[config.mk]
export PLATFORM = sky130hd
export DESIGN_NAME = irq_regbank
export DESIGN_NICKNAME = d
export VERILOG_FILES = /design/src/rtl/irq_pkg.sv /design/src/rtl/irq_decode.sv /design/src/rtl/irq_src_cell.sv /design/src/rtl/irq_read_port.sv /design/src/rtl/irq_regbank.sv
export SDC_FILE = /design/constraint.sdc
export NUM_CORES = 1
export LEC_CHECK = 0
export BUFFER_PORTS_ARGS = -buffer_cell sky130_fd_sc_hd__buf_2
export CAP_MARGIN = 20
export CORE_UTILIZATION = 25
export CTS_BUF_LIST = sky130_fd_sc_hd__clkbuf_2
export CTS_CLUSTER_SIZE = 16
export DETAILED_ROUTE_END_ITERATION = 12
export GPL_TIMING_DRIVEN = 0
export PLACE_DENSITY = 0.59
export SETUP_SLACK_MARGIN = 0.4
export SLEW_MARGIN = 20
export SYNTH_ARGS = -nofsm -noshare
export SYNTH_HDL_FRONTEND = slang
export SYNTH_HIERARCHICAL = 1
export SYNTH_SLANG_ARGS = --single-unit
[constraint.sdc]
create_clock -name clk -period 1.8 [get_ports clk]
set_input_delay 0.09 -clock clk [delete_from_list [all_inputs] [get_ports clk]]
set_output_delay 0.09 -clock clk [all_outputs]
set_load 0.01 [all_outputs]
[src/rtl/irq_pkg.sv]
package irq_pkg;

    typedef enum logic [1:0] {
        SEL_PEND   = 2'd0,
        SEL_MASK   = 2'd1,
        SEL_INJECT = 2'd2,
        SEL_NONE   = 2'd3
    } reg_sel_e;

    typedef enum logic {
        ST_IDLE    = 1'b0,
        ST_PENDING = 1'b1
    } src_state_e;

endpackage

[src/rtl/irq_decode.sv]
module irq_decode
    import irq_pkg::*;
#(
    parameter int ADDR_W = 4
) (
    input  logic              acc_en,
    input  logic              acc_we,
    input  logic [ADDR_W-1:0] acc_addr,
    output logic              wr_pend,
    output logic              wr_mask,
    output logic              wr_inject,
    output logic              rd_req,
    output reg_sel_e          rd_sel
);
    reg_sel_e sel;

    always_comb begin
        if (acc_addr > ADDR_W'(2)) begin
            sel = SEL_NONE;
        end else begin
            sel = reg_sel_e'(acc_addr[1:0]);
        end
    end

    assign wr_pend   = acc_en && acc_we && (sel == SEL_PEND);
    assign wr_mask   = acc_en && acc_we && (sel == SEL_MASK);
    assign wr_inject = acc_en && acc_we && (sel == SEL_INJECT);
    assign rd_req    = acc_en && !acc_we;
    assign rd_sel    = sel;
endmodule

[src/rtl/irq_src_cell.sv]
module irq_src_cell
    import irq_pkg::*;
(
    input  logic clk,
    input  logic rst_n,
    input  logic hw_set,
    input  logic sw_set,
    input  logic sw_clr,
    input  logic mask_wr,
    input  logic mask_bit,
    output logic pend,
    output logic mask,
    output logic pin
);
    src_state_e state_q, state_d;
    logic       mask_q;
    logic       set_any;

    assign set_any = hw_set || sw_set;

    always_comb begin
        state_d = state_q;
        unique case (state_q)
            ST_IDLE:    if (set_any) state_d = ST_PENDING;
            ST_PENDING: if (sw_clr && !set_any) state_d = ST_IDLE;
            default:    state_d = ST_IDLE;
        endcase
    end

    always_ff @(posedge clk or negedge rst_n) begin
        if (!rst_n) begin
            state_q <= ST_IDLE;
        end else begin
            state_q <= state_d;
        end
    end

    always_ff @(posedge clk or negedge rst_n) begin
        if (!rst_n) begin
            mask_q <= 1'b0;
        end else if (mask_wr) begin
            mask_q <= mask_bit;
        end
    end

    assign pend = (state_q == ST_PENDING);
    assign mask = mask_q;
    assign pin  = pend && mask_q;
endmodule

[src/rtl/irq_read_port.sv]
module irq_read_port
    import irq_pkg::*;
#(
    parameter int NUM_IRQ = 8,
    parameter int DATA_W  = 32
) (
    input  logic               clk,
    input  logic               rst_n,
    input  logic               rd_req,
    input  reg_sel_e           rd_sel,
    input  logic [NUM_IRQ-1:0] pend,
    input  logic [NUM_IRQ-1:0] mask,
    output logic [DATA_W-1:0]  rd_data,
    output logic               rd_valid
);
    logic [NUM_IRQ-1:0] pick;

    always_comb begin
        unique case (rd_sel)
            SEL_PEND: pick = pend;
            SEL_MASK: pick = mask;
            default:  pick = '0;
        endcase
    end

    always_ff @(posedge clk or negedge rst_n) begin
        if (!rst_n) begin
            rd_data  <= '0;
            rd_valid <= 1'b0;
        end else begin
            rd_valid <= rd_req;
            if (rd_req) begin
                rd_data <= DATA_W'(pick);
            end
        end
    end
endmodule

[src/rtl/irq_regbank.sv]
module irq_regbank
    import irq_pkg::*;
#(
    parameter int NUM_IRQ = 8,
    parameter int DATA_W  = 32,
    parameter int ADDR_W  = 4
) (
    input  logic               clk,
    input  logic               rst_n,
    input  logic [NUM_IRQ-1:0] hw_event,
    input  logic               acc_en,
    input  logic               acc_we,
    input  logic [ADDR_W-1:0]  acc_addr,
    input  logic [DATA_W-1:0]  acc_wdata,
    output logic [DATA_W-1:0]  rd_data,
    output logic               rd_valid,
    output logic [NUM_IRQ-1:0] irq_o
);
    logic               wr_pend, wr_mask, wr_inject, rd_req;
    reg_sel_e           rd_sel;
    logic [NUM_IRQ-1:0] pend_vec, mask_vec;
    logic [NUM_IRQ-1:0] wbits;

    assign wbits = acc_wdata[NUM_IRQ-1:0];

    generate
        if (DATA_W > NUM_IRQ) begin : g_upper
            logic unused_upper;
            assign unused_upper = ^acc_wdata[DATA_W-1:NUM_IRQ];
        end
    endgenerate

    irq_decode #(.ADDR_W(ADDR_W)) u_dec (
        .acc_en   (acc_en),
        .acc_we   (acc_we),
        .acc_addr (acc_addr),
        .wr_pend  (wr_pend),
        .wr_mask  (wr_mask),
        .wr_inject(wr_inject),
        .rd_req   (rd_req),
        .rd_sel   (rd_sel)
    );

    generate
        for (genvar i = 0; i < NUM_IRQ; i++) begin : g_src
            irq_src_cell u_cell (
                .clk     (clk),
                .rst_n   (rst_n),
                .hw_set  (hw_event[i]),
                .sw_set  (wr_inject && wbits[i]),
                .sw_clr  (wr_pend && wbits[i]),
                .mask_wr (wr_mask),
                .mask_bit(wbits[i]),
                .pend    (pend_vec[i]),
                .mask    (mask_vec[i]),
                .pin     (irq_o[i])
            );
        end
    endgenerate

    irq_read_port #(.NUM_IRQ(NUM_IRQ), .DATA_W(DATA_W)) u_rd (
        .clk     (clk),
        .rst_n   (rst_n),
        .rd_req  (rd_req),
        .rd_sel  (rd_sel),
        .pend    (pend_vec),
        .mask    (mask_vec),
        .rd_data (rd_data),
        .rd_valid(rd_valid)
    );
endmodule

* After elaboration in Yosys (flattened, before gate mapping)
Cells that the tools add are included.
** Storage, ports and cells
- Input bits :: 48
- Register bits :: 25
- Memories kept :: 0
- RAM bits :: 0
- Output and inout bits :: 41
- Bits in latches :: 0
- ROM bits :: 0
** Cells by class
- Order comparisons :: 1
- Shift operators :: 0
- Reduce and logical (&&, ||, !) cells :: 55
- Equal/unequal tests :: 2
- Multiplexer cells :: 26
- Div/mod/pow operators :: 0
- Add/sub/neg operators :: 0
- Bitwise logic cells :: 8
- $mul :: 0
** Operators by type and width (number)
- 1-bit logical AND :: 37
- 1-bit 2-to-1 mux :: 16
- 1-bit one-hot mux with 2 select lines :: 8
- 8-bit one-hot mux with 2 select lines :: 1
- 1-bit logical NOT :: 9
- 1-bit logical OR :: 8
- 1-bit NOT :: 8
- 4-bit by 2-bit > comparator with 1-bit output (second input constant) :: 1
- 2-bit by 1-bit == test with 1-bit output (second input constant) :: 1
- 2-bit == test (second input constant) :: 1
- 2-bit logical NOT :: 1
- 2-bit 2-to-1 mux :: 1

* Longest topological paths before layout
- Depth in word-level cells :: 10
- Gate-level depth with buffers :: 5

* By module
The synthesis kept the hierarchy.
** Modules (own cells, without submodules)
- irq_src_cell :: instances 8, cells an instance 7, seq. area each 50.0 um^2, area an instance 83.8 um^2
- irq_read_port :: instances 1, cells an instance 62, seq. area each 225.2 um^2, area an instance 608.1 um^2
- irq_regbank :: instances 1, cells an instance 16, seq. area each 0.0 um^2, area an instance 100.1 um^2
- irq_decode :: instances 1, cells an instance 9, seq. area each 0.0 um^2, area an instance 55.1 um^2

* Worst setup path before layout
No wires, ideal clock.
- Path type :: input to register
- From :: input acc_addr[2]
- To :: register g_src[0].u_cell.mask_q
- Buffers on the path :: 0
- Library setup time :: 0.125 ns
- Arrival :: 1.404 ns
- Setup slack :: 0.271 ns
- Cell stages on the path :: 3
- Path through :: or3_4 > nor2_1 > mux2_4
** On the way
- Word-level cells in the longest chain between the ends :: 4
** Ends and longest elaborated chain
- start: declaration :: RTL line irq_regbank.sv:13 : input logic [ADDR_W-1:0] acc_addr,
- 4-bit by 2-bit > comparator with 1-bit output :: RTL line irq_decode.sv:18 : if (acc_addr > ADDR_W'(2)) begin
- 2-bit 2-to-1 mux :: RTL line irq_decode.sv:18
- 2-bit by 1-bit == test with 1-bit output :: RTL line irq_decode.sv:26 : assign wr_mask = acc_en && acc_we && (sel == SEL_MASK);
- 1-bit logical AND :: RTL line irq_decode.sv:26
- net wr_mask :: RTL line irq_regbank.sv:19 : logic wr_pend, wr_mask, wr_inject, rd_req;
- end signal: assignment :: RTL line irq_src_cell.sv:42 : mask_q <= mask_bit;
- end: declaration :: RTL line irq_src_cell.sv:16 : logic mask_q;
The timed path passes the listed nets, and every way through them passes these cells.
A chain may end at the register's enable or synchronous reset.

* Final worst setup path
- From :: input acc_addr[2]
- To :: register g_src[7].u_cell.mask_q
** On the way
- Word-level cells in the longest chain between the ends :: 4
** Ends and longest elaborated chain
- 4-bit by 2-bit > comparator with 1-bit output :: RTL line irq_decode.sv:18
- 2-bit 2-to-1 mux :: RTL line irq_decode.sv:18
- net rd_sel[1] :: RTL line irq_regbank.sv:20 : reg_sel_e rd_sel;
- 2-bit by 1-bit == test with 1-bit output :: RTL line irq_decode.sv:26
- 1-bit logical AND :: RTL line irq_decode.sv:26
- net wr_mask :: RTL line irq_regbank.sv:19
- end signal: assignment :: RTL line irq_src_cell.sv:42
- end: declaration :: RTL line irq_src_cell.sv:16
The timed path passes the listed nets, and every way through them passes these cells.

==> flow_metrics.tcl <==
set metrics [dict create \
    startpoint_type "input port" \
    fp.dieW_um 77.74 \
    drt_pre_antenna_iters 3 \
    crit_type "input port to register" \
    max_slew_margin 0.5466 \
    finalMaxSlewViolations 0 \
    via_per_inst 3.661 \
    finalCritPeriodShare 0.6905 \
    cts_setup_buffers 0 \
    period_needed_ps 1243 \
    initial_core_util 0.2604 \
    power_per_cell_area_nw_per_um2 593.8 \
    wl_mm 3.001 \
    synth_top_family_by_area "buffers and inverters" \
    pin_count 89 \
    antenna_found_initial 0 \
    cts-root-buf "clkbuf_2" \
    cp_data_required_time_ps 2060 \
    nFillCells 584 \
    synth-compound-area-share 0.06283 \
    hold_violations 0 \
    synth_cells 143 \
    skew_ps 28.78 \
    die_area_um2 6043 \
    cts_sinks 25 \
    insertion_delay_ps 360 \
    place_congestion 0.7745 \
    core_um2 5507 \
    track_usage 0.1016 \
    grt_pass1_wl_mm 4.664 \
    rsz0062_at_grt "no" \
    post-dp-hpwl_mm 2.156 \
    ys_types 18 \
    antenna_cells 0 \
    synthTopCellsByArea "dfrtp_1 44%, buf_4 13%, and2_1 10%" \
    cp.arrival_ps 1500 \
    worstHoldPathType "input port to async pin" \
    synthMuxAreaShare 0.1396 \
    cts_tree "yes" \
    leakage_uw 0.001122 \
    finalSetupViolations 0 \
    vias 1102 \
    die_y_um 77.74 \
    synth_largest_area_cell "dfrtp_1" \
    port_buffers 40 \
    multiInputGateArea_um2 626.9 \
    yosys.area.top_type_share 0.4363 \
    h-tree-depth 1 \
    cp-end-kind "register" \
    seq_area_um2 625.6 \
    fin_nets 278 \
    numCtsBuffers 3 \
    outcome "completed" \
    maxCapViolCount 0 \
    power_uw 1203 \
    row_count 27 \
    ys_seq_area_frac 0.4363 \
    synth_seq_cells 25 \
    layout-drive-gt1-share 0.3624 \
    fin_setup_tns_ps 0 \
    synth_fa_ha_area_frac 0 \
    clk_pin_slew_ps 260 \
    fmax_mhz 804.5 \
    drc_errors 0 \
    worst_pin_slew_ps 679.3 \
    yosys_warnings 6 \
    grt_pass1_vias 976 \
    synth-simple-area-share 0.1702 \
    antenna_left 0 \
    drt-initial-drc-count 12 \
    grt_max_degree 26 \
    syn_area_per_cell_um2 10.03 \
    clockBufferDepth 2 \
    synth-xor-area-share 0 \
    syn2layout_area_growth_pct 41.27 \
    grt_overflow 0 \
    avgRoutedWirePerCell_um 9.970 \
    syn_area_um2 1434 \
    vdd_ir_drop_max_mv 0.2513 \
    cp_max_fo 8 \
]
cell usage in the layout (no fill, tap or decap), types with 9 or more instances in the layout:
cell type,Yosys,final
and2_1,24,24
buf_2,0,40
buf_4,25,25
conb_1,1,24
dfrtp_1,25,25
dlygate4sd3_1,0,19
inv_1,16,16
nor2_1,10,9
stage by stage:
| step | util | setup WS, ps | instances | hold WS [ps] | cell area [um^2] |
|---|---|---|---|---|---|
| floorplan | - | 469.5 | 166 | -205.6 | 1523 |
| global route | 0.3679 | 485.4 | 301 | 201.9 | 2026 |
| CTS | 0.3679 | 555.9 | 301 | 205.0 | 2026 |
| finish | 0.3679 | 557.1 | 301 | 208.6 | 2026 |
| global placement | 0.3292 | 174.8 | 278 | 116.5 | 1813 |
| detailed placement | 0.3292 | 147.1 | 278 | 119.0 | 1813 |
layer usage:
layer,wire [um],share of wire,track usage
met1,1341,0.45,0.1244
met2,1499,0.50,0.1743
met3,145,0.048,0.01647
met4,14,0.0047,0.04528
met5,0,0,0
worst max-delay path, stage by stage:
cell    delay, ps
buf_2         110
or3_4         400
nor2_2        560
mux2_4        350
state kept, by name, summed over array words and instances, names as in the netlist:
register	cells
g_src.u_cell/mask	8
g_src.u_cell/pend	8
u_rd/rd_data	8
u_rd/rd_valid	1
final cells by class:
class,instances,area share
timing repair buffer,59,0.1927
inverter,16,0.02965
buffer,27,0.1038
sequential,25,0.3088
tap,72,0.04447
clock inverter,1,0.003706
multi-input combinational,98,0.3095
clock buffer,3,0.007412
final timing paths:
| check | start | depth (start not counted) | end | slack, ps |
|---|---|---|---|---|
| worst max register to register | g_src[0].u_cell/mask$_DFFE_PN0P_ | 1 | g_src[0].u_cell/mask$_DFFE_PN0P_ | 1000 |
| worst min register to register | u_rd/rd_data[7]$_DFFE_PN0P_ | 2 | u_rd/rd_data[7]$_DFFE_PN0P_ | 540 |
| worst max-delay path | acc_addr[2] | 4 | g_src[7].u_cell/mask$_DFFE_PN0P_ | 560 |
| max in group asynchronous | rst_n | 2 | g_src[6].u_cell/mask$_DFFE_PN0P_ | 1180 |
| min in group clk | acc_addr[0] | 4 | g_src[2].u_cell/pend$_DFF_PN0_ | 220 |
| worst min-delay path | rst_n | 2 | u_rd/rd_data[5]$_DFFE_PN0P_ | 210 |
cell usage after synthesis (all sizes together):
cell,number
mux2i,8
nand3,2
nand2,1
dfrtp,25
o21ai,8
nor3,1
inv,16
nor2b,1
buf,27
or3,2
o22ai,8
nor2,10
and2,24
mux2,8
conb,1
nand2b,1
cells by family after synthesis:
kind of cell,count (synthesis)
other cells,1
simple gates,42
compound gates,16
mux,16
flops,25
buf+inv,43
power by group:
group          switching [uW]  leakage (uW)  internal [uW]  total (uW)
Clock                     175     0.0000126           51.6         227
Combinational             139      0.000813            200         339
Sequential               30.7      0.000296            606         637
Total                     345       0.00112            858        1200
what timing repair did:
action | 4_1_cts | 5_1_grt
hold endpoints to repair | 42 | 0
resized for setup | 0 | 0
setup endpoints to repair | 0 | 0
hold buffers | 19 | 0
(Power assumes the default switching activity.)
